**src/rtl/timer_pkg.sv**
```systemverilog
// Shared constants for the per-core compare timer.
// Assumes a 4-bit register index; the index values below are the programming model.
package timer_pkg;
    localparam int CNT_W  = 64;
    localparam int WORD_W = 32;
    localparam int ADDR_W = 4;
    localparam logic [WORD_W-1:0] FREQ_RESET = 32'h0180_0000;

    typedef enum logic [ADDR_W-1:0] {
        IDX_FREQ  = 4'd0,
        IDX_KWORD = 4'd1,
        IDX_COUNT = 4'd2,
        IDX_CMP   = 4'd3,
        IDX_REL   = 4'd4,
        IDX_CTRL  = 4'd5
    } reg_idx_e;
endpackage

```
**src/rtl/tmr_count_view.sv**
```systemverilog
// Presents the count the timer uses: zero while the frequency word is zero.
// Assumes the system count is already synchronous to clk.
module tmr_count_view #(
    parameter int CW = 64,
    parameter int FW = 32
) (
    input  logic [FW-1:0] freq,
    input  logic [CW-1:0] sys_count,
    output logic [CW-1:0] cnt
);
    // gate the shared count with the frequency-programmed condition
    always_comb begin
        cnt = (freq == '0) ? '0 : sys_count;
    end
endmodule

```
**src/rtl/tmr_compare.sv**
```systemverilog
// Holds the 64-bit compare value and the sticky condition status.
// Assumes at most one of ld_abs/ld_rel is high per cycle.
module tmr_compare #(
    parameter int CW = 64,
    parameter int RW = 32
) (
    input  logic          clk,
    input  logic          rst_n,
    input  logic [CW-1:0] cnt,
    input  logic          ld_abs,
    input  logic          ld_rel,
    input  logic [CW-1:0] wdata,
    output logic [CW-1:0] cmp_q,
    output logic          status_q,
    output logic [RW-1:0] rel_view
);
    localparam int EXT_W = CW - RW;

    logic [CW-1:0] cmp_next;
    logic [CW-1:0] diff;

    // choose the compare value that a write would install
    always_comb begin
        if (ld_rel)
            cmp_next = cnt + {{EXT_W{wdata[RW-1]}}, wdata[RW-1:0]};
        else
            cmp_next = wdata;
    end

    // compare register plus sticky status, rewritten on any compare load
    always_ff @(posedge clk) begin
        if (!rst_n) begin
            cmp_q    <= '0;
            status_q <= 1'b0;
        end else if (ld_abs || ld_rel) begin
            cmp_q    <= cmp_next;
            status_q <= (cnt >= cmp_next);
        end else begin
            status_q <= status_q | (cnt >= cmp_q);
        end
    end

    // relative view: distance from the count to the compare value
    always_comb begin
        diff     = cmp_q - cnt;
        rel_view = diff[RW-1:0];
    end
endmodule

```
**src/rtl/tmr_ctrl_regs.sv**
```systemverilog
// Frequency word, kernel scratch word and the enable/mask control bits.
// Assumes writes arrive as single-cycle strobes already decoded by index.
module tmr_ctrl_regs #(
    parameter int FW = 32,
    parameter logic [FW-1:0] FREQ_INIT = '0
) (
    input  logic          clk,
    input  logic          rst_n,
    input  logic          wr_freq,
    input  logic          wr_kword,
    input  logic          wr_ctrl,
    input  logic [FW-1:0] wdata,
    output logic [FW-1:0] freq_q,
    output logic [FW-1:0] kword_q,
    output logic          en_q,
    output logic          mask_q
);
    // software-visible configuration state
    always_ff @(posedge clk) begin
        if (!rst_n) begin
            freq_q  <= FREQ_INIT;
            kword_q <= '0;
            en_q    <= 1'b0;
            mask_q  <= 1'b0;
        end else begin
            if (wr_freq)  freq_q  <= wdata;
            if (wr_kword) kword_q <= wdata;
            if (wr_ctrl) begin
                en_q   <= wdata[0];
                mask_q <= wdata[1];
            end
        end
    end
endmodule

```
**src/rtl/percore_cmp_timer.sv**
```systemverilog
// Per-core compare timer: register port, count gating, comparator and interrupt.
// Assumes sys_count is synchronous to clk; read data is combinational on reg_addr.
module percore_cmp_timer
    import timer_pkg::*;
(
    input  logic              clk,
    input  logic              rst_n,
    input  logic [CNT_W-1:0]  sys_count,
    input  logic [ADDR_W-1:0] reg_addr,
    input  logic              reg_wr,
    input  logic [CNT_W-1:0]  reg_wdata,
    output logic [CNT_W-1:0]  reg_rdata,
    output logic              irq
);
    localparam int PAD_W = CNT_W - WORD_W;

    logic [WORD_W-1:0] freq_q, kword_q, rel_view;
    logic [CNT_W-1:0]  cnt_eff, cmp_q;
    logic              en_q, mask_q, status_q;
    logic              wr_freq, wr_kword, wr_ctrl, ld_abs, ld_rel;

    // decode write strobes; count and unused indices have no target
    always_comb begin
        wr_freq  = reg_wr && (reg_addr == IDX_FREQ);
        wr_kword = reg_wr && (reg_addr == IDX_KWORD);
        wr_ctrl  = reg_wr && (reg_addr == IDX_CTRL);
        ld_abs   = reg_wr && (reg_addr == IDX_CMP);
        ld_rel   = reg_wr && (reg_addr == IDX_REL);
    end

    tmr_ctrl_regs #(.FW(WORD_W), .FREQ_INIT(FREQ_RESET)) u_regs (
        .clk(clk), .rst_n(rst_n),
        .wr_freq(wr_freq), .wr_kword(wr_kword), .wr_ctrl(wr_ctrl),
        .wdata(reg_wdata[WORD_W-1:0]),
        .freq_q(freq_q), .kword_q(kword_q), .en_q(en_q), .mask_q(mask_q)
    );

    tmr_count_view #(.CW(CNT_W), .FW(WORD_W)) u_view (
        .freq(freq_q), .sys_count(sys_count), .cnt(cnt_eff)
    );

    tmr_compare #(.CW(CNT_W), .RW(WORD_W)) u_cmp (
        .clk(clk), .rst_n(rst_n), .cnt(cnt_eff),
        .ld_abs(ld_abs), .ld_rel(ld_rel), .wdata(reg_wdata),
        .cmp_q(cmp_q), .status_q(status_q), .rel_view(rel_view)
    );

    // read multiplexer; unknown indices return zero
    always_comb begin
        case (reg_addr)
            IDX_FREQ:  reg_rdata = {{PAD_W{1'b0}}, freq_q};
            IDX_KWORD: reg_rdata = {{PAD_W{1'b0}}, kword_q};
            IDX_COUNT: reg_rdata = cnt_eff;
            IDX_CMP:   reg_rdata = cmp_q;
            IDX_REL:   reg_rdata = {{PAD_W{1'b0}}, rel_view};
            IDX_CTRL:  reg_rdata = {{(CNT_W-3){1'b0}}, status_q, mask_q, en_q};
            default:   reg_rdata = '0;
        endcase
    end

    // level interrupt gated by enable and mask
    always_comb begin
        irq = status_q & en_q & ~mask_q;
    end
endmodule

```
**config.mk**
```make
export PLATFORM = sky130hd
export DESIGN_NAME = percore_cmp_timer
export DESIGN_NICKNAME = d
export VERILOG_FILES = /design/src/rtl/timer_pkg.sv /design/src/rtl/tmr_count_view.sv /design/src/rtl/tmr_compare.sv /design/src/rtl/tmr_ctrl_regs.sv /design/src/rtl/percore_cmp_timer.sv
export SDC_FILE = /design/constraint.sdc
export NUM_CORES = 1
export LEC_CHECK = 0
export BUFFER_PORTS_ARGS = -buffer_cell sky130_fd_sc_hd__buf_2
export CAP_MARGIN = 20
export CORE_MARGIN = 2
export CORE_UTILIZATION = 55
export DETAILED_ROUTE_END_ITERATION = 10
export PLACE_DENSITY_LB_ADDON = 0.05
export SYNTH_ARGS = -nofsm -noshare
export SYNTH_HDL_FRONTEND = slang
export SYNTH_HIERARCHICAL = 1
export SYNTH_SLANG_ARGS = --single-unit
```
**constraint.sdc**
```tcl
create_clock -name clk -period 6.7 [get_ports clk]
set_clock_uncertainty 0.05 [all_clocks]
set_input_delay 1.34 -clock clk [delete_from_list [all_inputs] [get_ports clk]]
set_output_delay 1.34 -clock clk [all_outputs]
set_load 0.005 [all_outputs]
```
# Word level (Yosys, flattened, before mapping)

Cells that the tools add are included.

Multipliers: 0
Bitwise logic cells: 4
Equal/unequal tests: 5
Reduce and logical (&&, ||, !) cells: 8
Magnitude comparators: 2
Add/sub/neg operators: 2
Div/mod/pow operators: 0
Shift operators: 0
Multiplexer cells: 4

Operators with widths:

| cell                                                                   | number |
|---|---|
| 64-bit one-hot mux with 6 select lines                                 | 1 |
| 64-bit >= comparator                                                   | 2 |
| 64-bit two-way mux                                                     | 2 |
| 64-bit adder                                                           | 1 |
| 32-bit logical NOT                                                     | 1 |
| 32-bit subtractor                                                      | 1 |
| 4-bit by 2-bit equality test with 1-bit output (second input constant) | 2 |
| 4-bit by 3-bit equality test with 1-bit output (second input constant) | 2 |
| 1-bit logical AND                                                      | 5 |
| 4-bit by 1-bit equality test with 1-bit output (second input constant) | 1 |
| 4-bit logical NOT                                                      | 1 |
| 1-bit AND                                                              | 2 |
| 1-bit logical OR                                                       | 1 |
| 1-bit two-way mux                                                      | 1 |
| 1-bit inverter                                                         | 1 |
| 1-bit bitwise OR                                                       | 1 |

Memory bits (writable): 0
Latch bits: 0
Input port bits: 135
Memories: 0
Bits in read-only memories: 0
Register bits after elaboration: 131
Output and inout bits: 65

# Logic depth before layout (Yosys ltp)

Word-level depth: 6
Mapped depth: 26
Mapped depth without buffers: 25

# Modules after synthesis

Netlist, hierarchy kept.

Modules (own cells, without submodules):

| module            | sequential area each (µm²) | cells each | instances | area an instance (µm²) |
|---|---|---|---|---|
| tmr_compare       | 1301.2                     | 1578       | 1         | 12060.3 |
| tmr_ctrl_regs     | 1321.3                     | 213        | 1         | 2565.0 |
| percore_cmp_timer | 0.0                        | 239        | 1         | 1770.4 |
| tmr_count_view    | 0.0                        | 88         | 1         | 908.4 |

# Worst setup path after synthesis

OpenSTA, ideal clock, no wires.

Path kind: input to output
Start point: input sys_count[1]
End point: output reg_rdata[31]
Path slack: 0.752 ns
Arrival time: 4.558 ns
Data required time: 5.310 ns
Cell stages on the path: 13
Cells stage by stage: a21boi_0 > ha_1 > nor2b_1 > o211a_1 > o41ai_1 > o41ai_1 > a31oi_1 > o21ai_0 > a311oi_1 > nand4b_1 > o311ai_0 > a22oi_1 > o221ai_1

Word-level cells in the longest chain between the ends: 3

Ends and longest elaborated chain:

| element                                | line                    | RTL |
|---|---|---|
| start, declared                        | percore_cmp_timer.sv:8  | `input logic [CNT_W-1:0] sys_count,` |
| 64-bit two-way mux                     | tmr_count_view.sv:13    | `cnt = (freq == '0) ? '0 : sys_count;` |
| 32-bit subtractor                      | tmr_compare.sv:45       | `diff = cmp_q - cnt;` |
| net rel_view[31]                       | percore_cmp_timer.sv:17 | `logic [WORD_W-1:0] freq_q, kword_q, rel_view;` |
| 64-bit one-hot mux with 6 select lines | percore_cmp_timer.sv:50 | `case (reg_addr)` |
| end, declared                          | percore_cmp_timer.sv:12 | `output logic [CNT_W-1:0] reg_rdata,` |

The timed path passes the listed nets, and every way through them passes these cells.

# Final worst setup path

Start point: register u_regs.freq_q[1]
End point: output reg_rdata[30]

Word-level cells in the longest chain between the ends: 4

Ends and longest elaborated chain:

| element                                | line                    | RTL |
|---|---|---|
| start, declared                        | tmr_ctrl_regs.sv:13     | `output logic [FW-1:0] freq_q,` |
| start signal, assigned                 | tmr_ctrl_regs.sv:26     | `if (wr_freq) freq_q <= wdata;` |
| 32-bit logical NOT                     | tmr_count_view.sv:13    |  |
| 64-bit two-way mux                     | tmr_count_view.sv:13    |  |
| net cnt_eff[2]                         | percore_cmp_timer.sv:18 | `logic [CNT_W-1:0] cnt_eff, cmp_q;` |
| 32-bit subtractor                      | tmr_compare.sv:45       |  |
| net rel_view[30]                       | percore_cmp_timer.sv:17 |  |
| 64-bit one-hot mux with 6 select lines | percore_cmp_timer.sv:50 |  |

The timed path passes the listed nets, and every way through them passes these cells.

==> reports/qor.csv <==
stage;metric;value;unit
outcome;status;completed;
timing;Setup Viol. Count Final;0;
timing;Tmin final;6560;ps
clock_tree;clk slew on worst S/H paths;70;ps
drt;Routed WL per cell;21.9;µm
synthesis;Post-synth EDFFs;0;
clock_tree;Skew-Pair Late Insertion Delay;460;ps
drt;DR iter-0 viols;1407;
worst_setup_path;R2R Setup Slk;220;ps
timing;final hold vios;0;
power_and_ir_drop;leak pwr;8.21;nW
timing;worst slew pin tran;1200;ps
global_routing;GRT Overall Usage;0.347;
timing;final worst-path cycle share;0.979;
floorplanning;core area;30700;µm²
power_and_ir_drop;combinational power share;0.378;
placed_design;Port Buffer Count;199;
finish;FILL cells;2844;
worst_setup_path;CP bufs+invs;2;
global_routing;grt ovf;0;
synthesis;flops & latches, synth;131;
synthesis;Synth Flop Type;dfxtp_1;
synthesis;Netlist cell types;91;
synthesis;Async SR Flop Fraction;0;
clock_tree;Root Buffer;clkbuf_16;
finish;ant diodes;0;
worst_setup_path;critical path depth;17;
global_routing;initial antenna violation count;0;
clock_tree;Clock Tree Buf Depth;2;
worst_setup_path;crit end category;output pin;
power_and_ir_drop;register share of total power;0.277;
finish;final net count;2625;
floorplanning;Die ar.;32900;µm²
timing;Rel. slew slack;0.199;
floorplanning;Die Ht;181;µm
finish;multi-input combinational cell area;13400;µm²
worst_setup_path;CP max FO;9;
timing;Final Slew Violations;0;
drt;# DRC;0;
power_and_ir_drop;Switch Pwr;1.14;mW
worst_setup_path;Crit Path Class;register to output pin;
worst_setup_path;R2R depth;23;
placed_design;pre-CTS WS;207;ps
global_routing;first-pass GRT wire length;89.7;mm
worst_setup_path;RR Startpoint;u_regs/freq_q[26]$_SDFFE_PN0P_;
timing;fmax;152;MHz
floorplanning;Chip Width;181;µm
power_and_ir_drop;Power Density;154;nW/µm²
power_and_ir_drop;Internal;1.81;mW
drt;Routed WL;58.6;mm
worst_setup_path;Data arrival, critical path;5170;ps
power_and_ir_drop;Max VDD drop;190;µV
clock_tree;Hold Buf Count CTS;0;
global_routing;largest net degree at the start of global routing;89;
synthesis;Post-Syn Nets;2477;
worst_setup_path;slowest cell delay on critical path;440;ps
clock_tree;Max H-tree Level;4;
finish;layout overhead on the synthesized area;10.3;%
drt;Final ANT Viol Nets;0;
worst_setup_path;Worst setup SP type;register;
worst_setup_path;worst r2r dst;u_cmp/status_q$_SDFF_PN0_;
flow_run;Max Cap Viol;0;
timing;final setup TNS;0;ps
placed_design;routability cong.;0.957;
power_and_ir_drop;Net Sw Frac;0.386;
clock_tree;clk sinks;131;
floorplanning;num rows;64;
synthesis;Gate Count Post-Synth;2118;
finish;sequential cell area;2620;µm²
synthesis;Post-Synthesis Cell Area;17300;µm²
power_and_ir_drop;overall power;2.95;mW
clock_tree;Num CTS Buffers;17;
drt;iteration count of the initial detailed-routing pass;5;
synthesis;Syn Area/Cell;8.17;µm²
floorplanning;I/O pins;200;
drt;DR vias/cell;6.27;
finish;layout cell share with drive strength beyond 1;0.178;
placed_design;DP HPWL;44.3;mm
synthesis;Seq/Total Area, Yosys;0.152;
global_routing;vias in the first global route;15800;
worst_setup_path;CP required;5310;ps
floorplanning;Starting Density;0.563;
worst_setup_path;CP cell instances;nor4_2, and4_4, buf_4, a21boi_1, ha_1, nor2b_1, o31a_1, a31oi_2, a21oi_2, o2111ai_1, a31o_2, o22ai_1, a221oi_1, xnor2_1, a22oi_1, o221ai_1, buf_2;
timing;unrepaired setup endpoints after global routing;no;
min_path;hold crit path type;register to register;
worst_setup_path;slowest cell on the critical path;nor4_2;
drt;via count;16800;
clock_tree;TritonCTS clock tree;done;
power_and_ir_drop;Clock Power Share;0.345;
worst_setup_path;kind of cell adding the most delay to the critical path;compound AO/OA/AOI/OAI gates;
synthesis;Yosys warning total;6;
worst_setup_path;Crit. Startpoint;u_regs/freq_q[1]$_SDFFE_PN0P_;
timing;worst setup margin;138;ps
worst_setup_path;crit path capture;reg_rdata[30];
[metal layers]
layer	up-vias	global-route usage	wire length, µm
met5	-	0	0
met4	0	0.142	2110
met3	93	0.0680	3860
met2	605	0.543	25900
met1	7951	0.467	26700
li1	8114	-	-
[power groups by stage]
stage          Combinational (mW)  Clock (mW)  Sequential (mW)
2_1_floorplan               0.779           0            0.826
3_3_place_gp                 1.07           0            0.832
3_5_place_dp                 1.08           0            0.833
4_1_cts                      1.09        1.03            0.816
5_1_grt                      1.21        1.06            0.818
6_report                     1.11        1.02            0.817
[cell usage after synthesis, types with 9 or more instances]
library cell,instances,share of area
nor3_1,18,0.0052
o221ai_1,23,0.012
and2_1,9,0.0033
buf_6,17,0.011
a21boi_1,10,0.0043
nand3_1,28,0.0081
nand4_1,38,0.014
xor2_1,33,0.017
a21oi_1,144,0.042
o21ai_0,72,0.021
nor2b_1,83,0.030
a211oi_1,45,0.020
nor4_1,12,0.0043
ha_1,222,0.16
a21boi_2,50,0.033
o221ai_2,10,0.0087
nand2b_1,11,0.0040
o21a_1,42,0.018
o211ai_1,26,0.011
inv_1,128,0.028
a22oi_1,31,0.013
o211a_1,11,0.0064
or2_2,12,0.0043
nor2_1,148,0.032
a21boi_0,10,0.0043
xnor2_1,45,0.023
o21bai_1,17,0.0074
dfxtp_1,131,0.15
and3_1,10,0.0036
buf_2,22,0.0064
mux2i_1,209,0.12
a31oi_1,18,0.0065
nand2_1,134,0.029
clkbuf_1,53,0.011
a21o_1,84,0.036
[flip-flops by register name, indices dropped and copies added, names as in the netlist]
signal	cells
u_regs/mask_q	1
u_regs/kword_q	32
u_regs/freq_q	32
u_cmp/cmp_q	64
u_cmp/status_q	1
u_regs/en_q	1
[kinds of logic (layout without fill, tap and decap cells)]
kind of cell	Yosys count	count (layout)	synth area share
AO/OA/AOI/OAI	676	676	0.285
multiplexers	209	209	0.121
flip-flops	131	131	0.152
adder cells (fa/ha/maj)	224	224	0.163
AND/OR/NAND/NOR	545	546	0.159
XOR/XNOR	78	78	0.0395
buffers and inverters	255	415	0.0818
[tightest hold or removal path, cell delays in order, from the launching register on]
cell	delay, ps
dfxtp_1	310
mux2i_1	120
nor2b_1	60
[final cells by class]
type	count	area share
Sequential cell	131	0.137
Tap cell	396	0.0260
Timing Repair Buffer	254	0.0766
Multi-Input combinational cell	1733	0.703
Inverter	129	0.0254
Clock inverter	14	0.00865
Clock buffer	18	0.0230
[metrics by stage]
step	cells	utilization	instance area (µm²)	hold slack [ps]
floorplan	2118	-	17300	415
global placement	2640	0.596	18300	436
detailed placement	2640	0.596	18300	445
CTS	2673	0.618	19000	475
global route	2675	0.621	19100	492
finish	2675	0.621	19100	474
[cells in the final DEF (no fill, tap or decap), types with 12 or more instances in the layout]
master       n
a21o_1      84
a21boi_2    50
xnor2_1     45
nand4_1     38
inv_1      127
nor3_1      17
mux2i_1    209
nor2_1     147
o21ai_0     72
o221ai_1    23
a31oi_1     17
dfxtp_1    131
nand2_1    134
a21oi_1    143
xor2_1      33
a211oi_1    45
nand3_1     28
nor2b_1     81
ha_1       222
or2_2       12
a22oi_1     31
o211ai_1    26
buf_4       52
buf_2      198
clkbuf_16   17
o21bai_1    17
o21a_1      42
[how the worst min path moves through the flow]
stage / end / cells after the start / startpoint / slack, ps
after floorplan: u_regs/freq_q[23]$_SDFFE_PN1P_ / 2 / u_regs/freq_q[23]$_SDFFE_PN1P_ / 420
after global placement: u_regs/freq_q[24]$_SDFFE_PN1P_ / 2 / u_regs/freq_q[24]$_SDFFE_PN1P_ / 440
after detailed placement: u_regs/freq_q[24]$_SDFFE_PN1P_ / 2 / u_regs/freq_q[24]$_SDFFE_PN1P_ / 440
after CTS: u_regs/kword_q[11]$_SDFFE_PN0P_ / 2 / u_regs/kword_q[11]$_SDFFE_PN0P_ / 480
after global routing: u_regs/kword_q[8]$_SDFFE_PN0P_ / 2 / u_regs/kword_q[8]$_SDFFE_PN0P_ / 490
final: u_regs/kword_q[11]$_SDFFE_PN0P_ / 2 / u_regs/kword_q[11]$_SDFFE_PN0P_ / 470
[what timing repair did]
action / 4_1_cts / 5_1_grt
endpoints found under the setup margin: 7 / 10
gates resized for setup: 7 / 9
setup buffers: 0 / 2
pin swaps: 2 / 2
gates cloned: 1 / 0
Note: power is estimated with default switching activity, not from simulation.
